[src/rtl/ipc_mailbox.sv]
module ipc_mailbox #(
  parameter int BUF_WORDS = 4,
  parameter logic [7:0] CMD_OFS  = 8'h00,
  parameter logic [7:0] STAT_OFS = 8'h04,
  parameter logic [7:0] SPTR_OFS = 8'h08,
  parameter logic [7:0] DPTR_OFS = 8'h0C,
  parameter logic [3:0] WBUF_PG  = 4'h8,
  parameter logic [3:0] RBUF_PG  = 4'h9,
  localparam int IW = $clog2(BUF_WORDS)
) (
  input  logic                    clk,
  input  logic                    rst_n,
  input  logic [7:0]              h_addr,
  input  logic                    h_wr,
  input  logic [31:0]             h_wdata,
  input  logic                    h_rd,
  output logic [31:0]             h_rdata,
  output logic                    host_irq,
  output logic                    agt_irq,
  output logic [31:0]             agt_cmd,
  output logic [32*BUF_WORDS-1:0] agt_payload,
  output logic [31:0]             agt_sptr,
  output logic [31:0]             agt_dptr,
  input  logic                    agt_rsp_we,
  input  logic [IW-1:0]           agt_rsp_idx,
  input  logic [31:0]             agt_rsp_data,
  input  logic                    agt_done,
  input  logic                    agt_err,
  input  logic [7:0]              agt_err_code,
  input  logic [7:0]              agt_init_id
);

  logic        busy_q, err_q, ovr_q;
  logic [7:0]  ecode_q, init_q;
  logic [31:0] wbuf_q [BUF_WORDS];
  logic [31:0] rbuf_q [BUF_WORDS];
  logic [31:0] status, rd_mux;

  wire aligned  = (h_addr[1:0] == 2'b00);
  wire cmd_wr   = h_wr && (h_addr == CMD_OFS);
  wire accept   = cmd_wr && !busy_q;
  wire finish   = agt_done && busy_q;
  wire wb_hit   = aligned && (h_addr[7:4] == WBUF_PG);
  wire rb_hit   = aligned && (h_addr[7:4] == RBUF_PG);
  wire [IW-1:0] widx = h_addr[IW+1:2];

  assign status = {8'h00, ecode_q, init_q, agt_cmd[15:12], 1'b0, ovr_q, err_q, busy_q};

  always_ff @(posedge clk or negedge rst_n) begin
    if (!rst_n) begin
      busy_q   <= 1'b0;
      err_q    <= 1'b0;
      ovr_q    <= 1'b0;
      ecode_q  <= '0;
      init_q   <= '0;
      agt_cmd  <= '0;
      agt_irq  <= 1'b0;
      host_irq <= 1'b0;
    end else begin
      agt_irq  <= accept;
      host_irq <= finish && agt_cmd[8];
      if (cmd_wr && busy_q) ovr_q <= 1'b1;
      if (accept) begin
        agt_cmd <= h_wdata;
        busy_q  <= 1'b1;
      end else if (finish) begin
        busy_q  <= 1'b0;
        err_q   <= agt_err;
        ecode_q <= agt_err_code;
        init_q  <= agt_init_id;
      end
    end
  end

  always_ff @(posedge clk or negedge rst_n) begin
    if (!rst_n) begin
      agt_sptr <= '0;
      agt_dptr <= '0;
    end else if (h_wr) begin
      if (h_addr == SPTR_OFS) agt_sptr <= h_wdata;
      if (h_addr == DPTR_OFS) agt_dptr <= h_wdata;
    end
  end

  for (genvar k = 0; k < BUF_WORDS; k++) begin : g_buf
    always_ff @(posedge clk or negedge rst_n) begin
      if (!rst_n) begin
        wbuf_q[k] <= '0;
        rbuf_q[k] <= '0;
      end else begin
        if (h_wr && wb_hit && widx == IW'(k)) wbuf_q[k] <= h_wdata;
        if (agt_rsp_we && agt_rsp_idx == IW'(k)) rbuf_q[k] <= agt_rsp_data;
      end
    end
    assign agt_payload[32*k +: 32] = wbuf_q[k];
  end

  always_comb begin
    rd_mux = '0;
    if (h_addr == STAT_OFS) rd_mux = status;
    else if (rb_hit)        rd_mux = rbuf_q[widx];
  end

  always_ff @(posedge clk or negedge rst_n) begin
    if (!rst_n)    h_rdata <= '0;
    else if (h_rd) h_rdata <= rd_mux;
  end

endmodule

[config.mk]
export PLATFORM = sky130hd
export DESIGN_NAME = ipc_mailbox
export DESIGN_NICKNAME = d
export VERILOG_FILES = /design/src/rtl/ipc_mailbox.sv
export SDC_FILE = /design/constraint.sdc
export NUM_CORES = 1
export LEC_CHECK = 0
export BUFFER_PORTS_ARGS = -buffer_cell sky130_fd_sc_hd__buf_4
export CORE_AREA = 2 2 193 195
export DETAILED_ROUTE_END_ITERATION = 10
export DIE_AREA = 0 0 195 197
export GPL_TIMING_DRIVEN = 0
export HOLD_SLACK_MARGIN = 0.1
export PLACE_DENSITY_LB_ADDON = 0.12
export REMOVE_ABC_BUFFERS = 1
export SLEW_MARGIN = 20
export SYNTH_ARGS = -nofsm -noshare
export SYNTH_HDL_FRONTEND = slang
export SYNTH_SLANG_ARGS = --single-unit
[constraint.sdc]
create_clock -name clk -period 1.51 [get_ports clk]
set_input_delay 0.302 -clock clk [delete_from_list [all_inputs] [get_ports clk]]
set_output_delay 0.302 -clock clk [all_outputs]
set_load 0.01 [all_outputs]
Word level (Yosys, flattened, before mapping)

Index checks and enable logic that the tools add are counted.

Flip-flop bits (word level): 405
Bits of input ports: 97
Output and inout bits: 258
Word-level logic and storage cells: 65

$lt $le $gt $ge: 1
Equality and inequality tests: 11
Muxes and demuxes: 7
Bitwise gates (word level): 2
Reduce and logical (&&, ||, !) cells: 25

Operators with widths:

| operator                                                         | count |
|---|---|
| 32-bit 2-to-1 mux                                                | 4 |
| 32-bit binary-select mux with 2-bit select                       | 1 |
| 8-bit by 4-bit == test with 1-bit output (second input constant) | 2 |
| 1-bit logical AND                                                | 16 |
| 2-bit == test (second input constant)                            | 4 |
| 4-bit == test (second input constant)                            | 2 |
| 8-bit by 3-bit == test with 1-bit output (second input constant) | 1 |
| 8-bit logical NOT                                                | 1 |
| 2-bit logical NOT                                                | 3 |
| 2-bit AND reduction                                              | 3 |
| 2-bit by 1-bit == test with 1-bit output (second input constant) | 2 |
| 3-bit greater-or-equal comparator (second input constant)        | 1 |
| 2-bit NOT with 3-bit output                                      | 1 |
| 1-bit 2-to-1 mux                                                 | 2 |
| 2-bit nonzero test                                               | 1 |
| 1-bit logical NOT                                                | 1 |
| 1-bit NOT                                                        | 1 |

Depth between registers and ports, before layout

Depth in word-level cells: 6
Depth in mapped cells: 6
Depth with buffers taken out: 3

Least setup slack after synthesis

Ideal clock, no wire load.

Path type: input to register
Start point: input port h_addr[5]
End point: register agt_sptr[10]
Setup time: 0.125 ns
Arrival: 1.938 ns
Data required time: 1.385 ns
Setup slack: -0.553 ns
Stages on the path: 6
Path buffers: 3
Cells stage by stage: or4_4 -> buf_6 -> or4_4 -> buf_6 -> buf_6 -> mux2_4

Longest elaborated chain between the ends: 2

RTL lines:

| item                                     | line | text |
|---|---|---|
| start: declaration                       | 13   | `input logic [7:0] h_addr,` |
| 8-bit by 4-bit == test with 1-bit output | 80   | `if (h_addr == SPTR_OFS) agt_sptr <= h_wdata;` |
| 2-bit AND reduction (no line)            | n/a  |  |
| end signal: assignment                   | 80   |  |
| end: declaration                         | 22   | `output logic [31:0] agt_sptr,` |

No other way between the ends.
A chain may end at the register's enable or synchronous reset.

Worst setup path after layout

Start point: input port h_addr[6]
End point: register agt_sptr[13]

Same word-level chain as after synthesis.

==> metrics.md <==
| Metric | Value |
|---|---|
| Final #Nets | 1547 |
| Cell taking the most area after synthesis | dfrtp_1 |
| DR DRC count | 0 |
| WHS | -330.6 ps |
| TritonCTS clock tree | built |
| Die area | 38420 µm² |
| Start point of the critical path | h_addr[6] |
| Failing checks | negative hold slack, negative setup slack |
| Post-Syn Area | 16100 µm² |
| WL final | 43.70 mm |
| Dpl ws | -1513 ps |
| Critical Path AT | 2080 ps |
| Synth top area share | 0.6295 |
| Clk buf depth | 3 |
| Die boundary width | about 200 µm |
| Total number of vias | between 10000 and 15000 |
| Reg-to-Reg Start | busy_q |
| Seq/Total Area, Yosys | 0.6295 |
| Worst VDD drop | slightly below 1 mV |
| Clock transition at path regs | around 60 ps |
| Yosys reg bits | just over 400 |
| Num CTS Buffers | 44 |
| N_diodes | 0 |
| Vias in the first global route | roughly 10000 |
| Slew HR | 0.6694 |
| Placed insts | approximately 1700 |
| Max-cap violations | 0 |
| Fmax | between 600 and 700 MHz |
| EDFF count, synth | 0 |
| First-pass GRT wire length | roughly 66 mm |
| HP Class | input pin to asynchronous set/reset pin |
| Final ANT Viol Nets | 0 |
| # fillers | 2723 |
| Last element of the critical path | agt_sptr[13] |
| Worst slew pin tran | around 500 ps |
| Startpoint class of the critical path | input pin |
| Syn Area/Cell | approximately 17 µm² |
| Port-buffer cells | 354 |
| Tot GR Track Use | 0.2267 |
| Critical path class | input pin to register |
| Endpoints failing setup | around 120 |
| Avg WL per Cell | between 20 and 25 µm |
| Initial antenna violation count | 0 |
| Via/cell ratio | about 5.2 |
| GP Congestion | approximately 0.76 |
| Core Util, Final | 0.6285 |
| Placed inst area | 19590 µm² |
| Largest net degree at the start of global routing | between 90 and 100 |
| Status | complete, but fails checks |
| Ranking of synthesized cells by area | dfrtp_1 63%, mux2_2 24%, mux4_2 4.5%, mux2_4 2.8%, a221o_1 1.4% |
| Ys flop type | dfrtp_1 |
| Total global routing overflow | 0 |
| FF-to-FF setup slack | -50 ps |
| Clk_skew | 10.02 ps |
| Num rows | 70 |
| Slew Viols, Final | 0 |
| Top cells by instance count after synthesis | 405 x dfrtp_1, 337 x mux2_2, 32 x mux4_2, 30 x mux2_4 |
| First-iteration detailed-routing DRC count | between 400 and 500 |
| Die H | 197 µm |
| Setup tns final | -7798 ps |
| Core box area | approximately 36000 µm² |
| Ys async rst share | 1.000 |
| Htree depth | 2 |
| Post-DP HPWL | 28.28 mm |
| Post-route cell area | about 23000 µm² |
| Clock latency on the worst-skew pair | roughly 550 ps |
| Cts hold-fix bufs | 84 |
| Layout cells sized above 1 | 0.6126 |
| Synth-to-Final Area Change | 41.55% |
| Final Instance Count excl. Fillers | slightly below 2000 |
| Warnings from Yosys | 0 |
| Count leader, synth | dfrtp_1 |
| Yosys cell types | 36 |
| Maximum fanout along the worst path | 8 |
| Starting density of the core | 0.4440 |
| CP Capture Type | register |
| Reg2Reg Depth | 4 |
| Final worst slack | -140.0 ps |
| Leak Pwr | 11.33 nW |
| Fin crit period | roughly 1700 ps |
| RSZ-0062 raised after global routing | yes |
| Post-layout power | approximately 26 mW |
| Cells after Synth | 947 |
| Drt first pass iters | 4 |
| Final hold vios | 47 |
| Root buf cell | clkbuf_16 |
| Required time of the critical path | 1940 ps |
| Power Dens Cells | roughly 1200 nW/µm² |
| Ports | ~360 |
| Tcrit/Tclk final | 1.093 |
| Num Clock Sinks | about 410 |
| FF-to-FF End | agt_cmd[23] |
critical path, cell delays in order:
cell and delay (ps):
buf_6 100, or4_4 630, or4_4 520, clkbuf_16 220
mux2_4 310
power by group:
group / total [mW] / switching, mW / internal, mW
Clock: 10.4 / 4.18 / 6.20
Combinational: 3.31 / 1.29 / 2.01
Sequential: 12.6 / 0.577 / 12.0
flip-flops by register name (all words and copies together), names as in the netlist:
| signal | cells |
|---|---|
| agt_cmd | 32 |
| agt_dptr | 32 |
| agt_irq | 1 |
| agt_payload | 128 |
| agt_sptr | 32 |
| busy_q | 1 |
| ecode_q | 8 |
| err_q | 1 |
| h_rdata | 32 |
| host_irq | 1 |
| init_q | 8 |
| ovr_q | 1 |
| rbuf_q | 128 |
final cells by class:
type / count / area [µm²] / share of cell area
clock buffer: 70 / 1340 / 0.05880
timing repair buffer: 512 / 4606 / 0.2021
sequential: 405 / 10140 / 0.4447
clock inverter: 5 / 50.05 / 0.002196
inverter: 2 / 7.507 / 0.0003294
multi-input combinational: 485 / 6066 / 0.2662
tap: 468 / 585.6 / 0.02569
timing repair:
item	in CTS	in global routing
resized for setup	114	40
gates cloned	5	1
pin swaps	11	8
setup endpoints to repair	270	193
hold endpoints to repair	421	47
setup buffers	34	9
per-layer routing:
metal / share of wire / GRT usage
met1: 0.44 / 0.3106
met2: 0.47 / 0.3586
met3: 0.054 / 0.04552
met4: 0.030 / 0.08821
met5: 0 / 0
kinds of logic (layout without fill, tap and decap cells):
group           count (synthesis)  in the layout  share of synthesized area
compound gates                 34             34                    0.02013
buf+inv                        58            589                    0.01888
flops                         405            405                     0.6295
mux                           401            401                     0.3098
simple gates                   49             50                    0.02168
cells in the final DEF, fill, tap and decap left out, types with 18 or more instances in the layout:
cell	n
buf_12	18
mux2_4	114
buf_4	367
nor2b_1	23
clkbuf_16	46
buf_6	25
mux2_2	253
mux4_2	32
dlygate4sd3_1	84
dfrtp_1	404
a221o_1	23
worst min path at each step:
stage                             to  slack [ps]
after global placement         ovr_q         450
after detailed placement  ecode_q[3]         260
after floorplan           agt_cmd[0]           6
after global routing      ecode_q[4]        -310
after CTS                 ecode_q[4]        -350
final                     ecode_q[3]        -330
(Power assumes the default switching activity.)
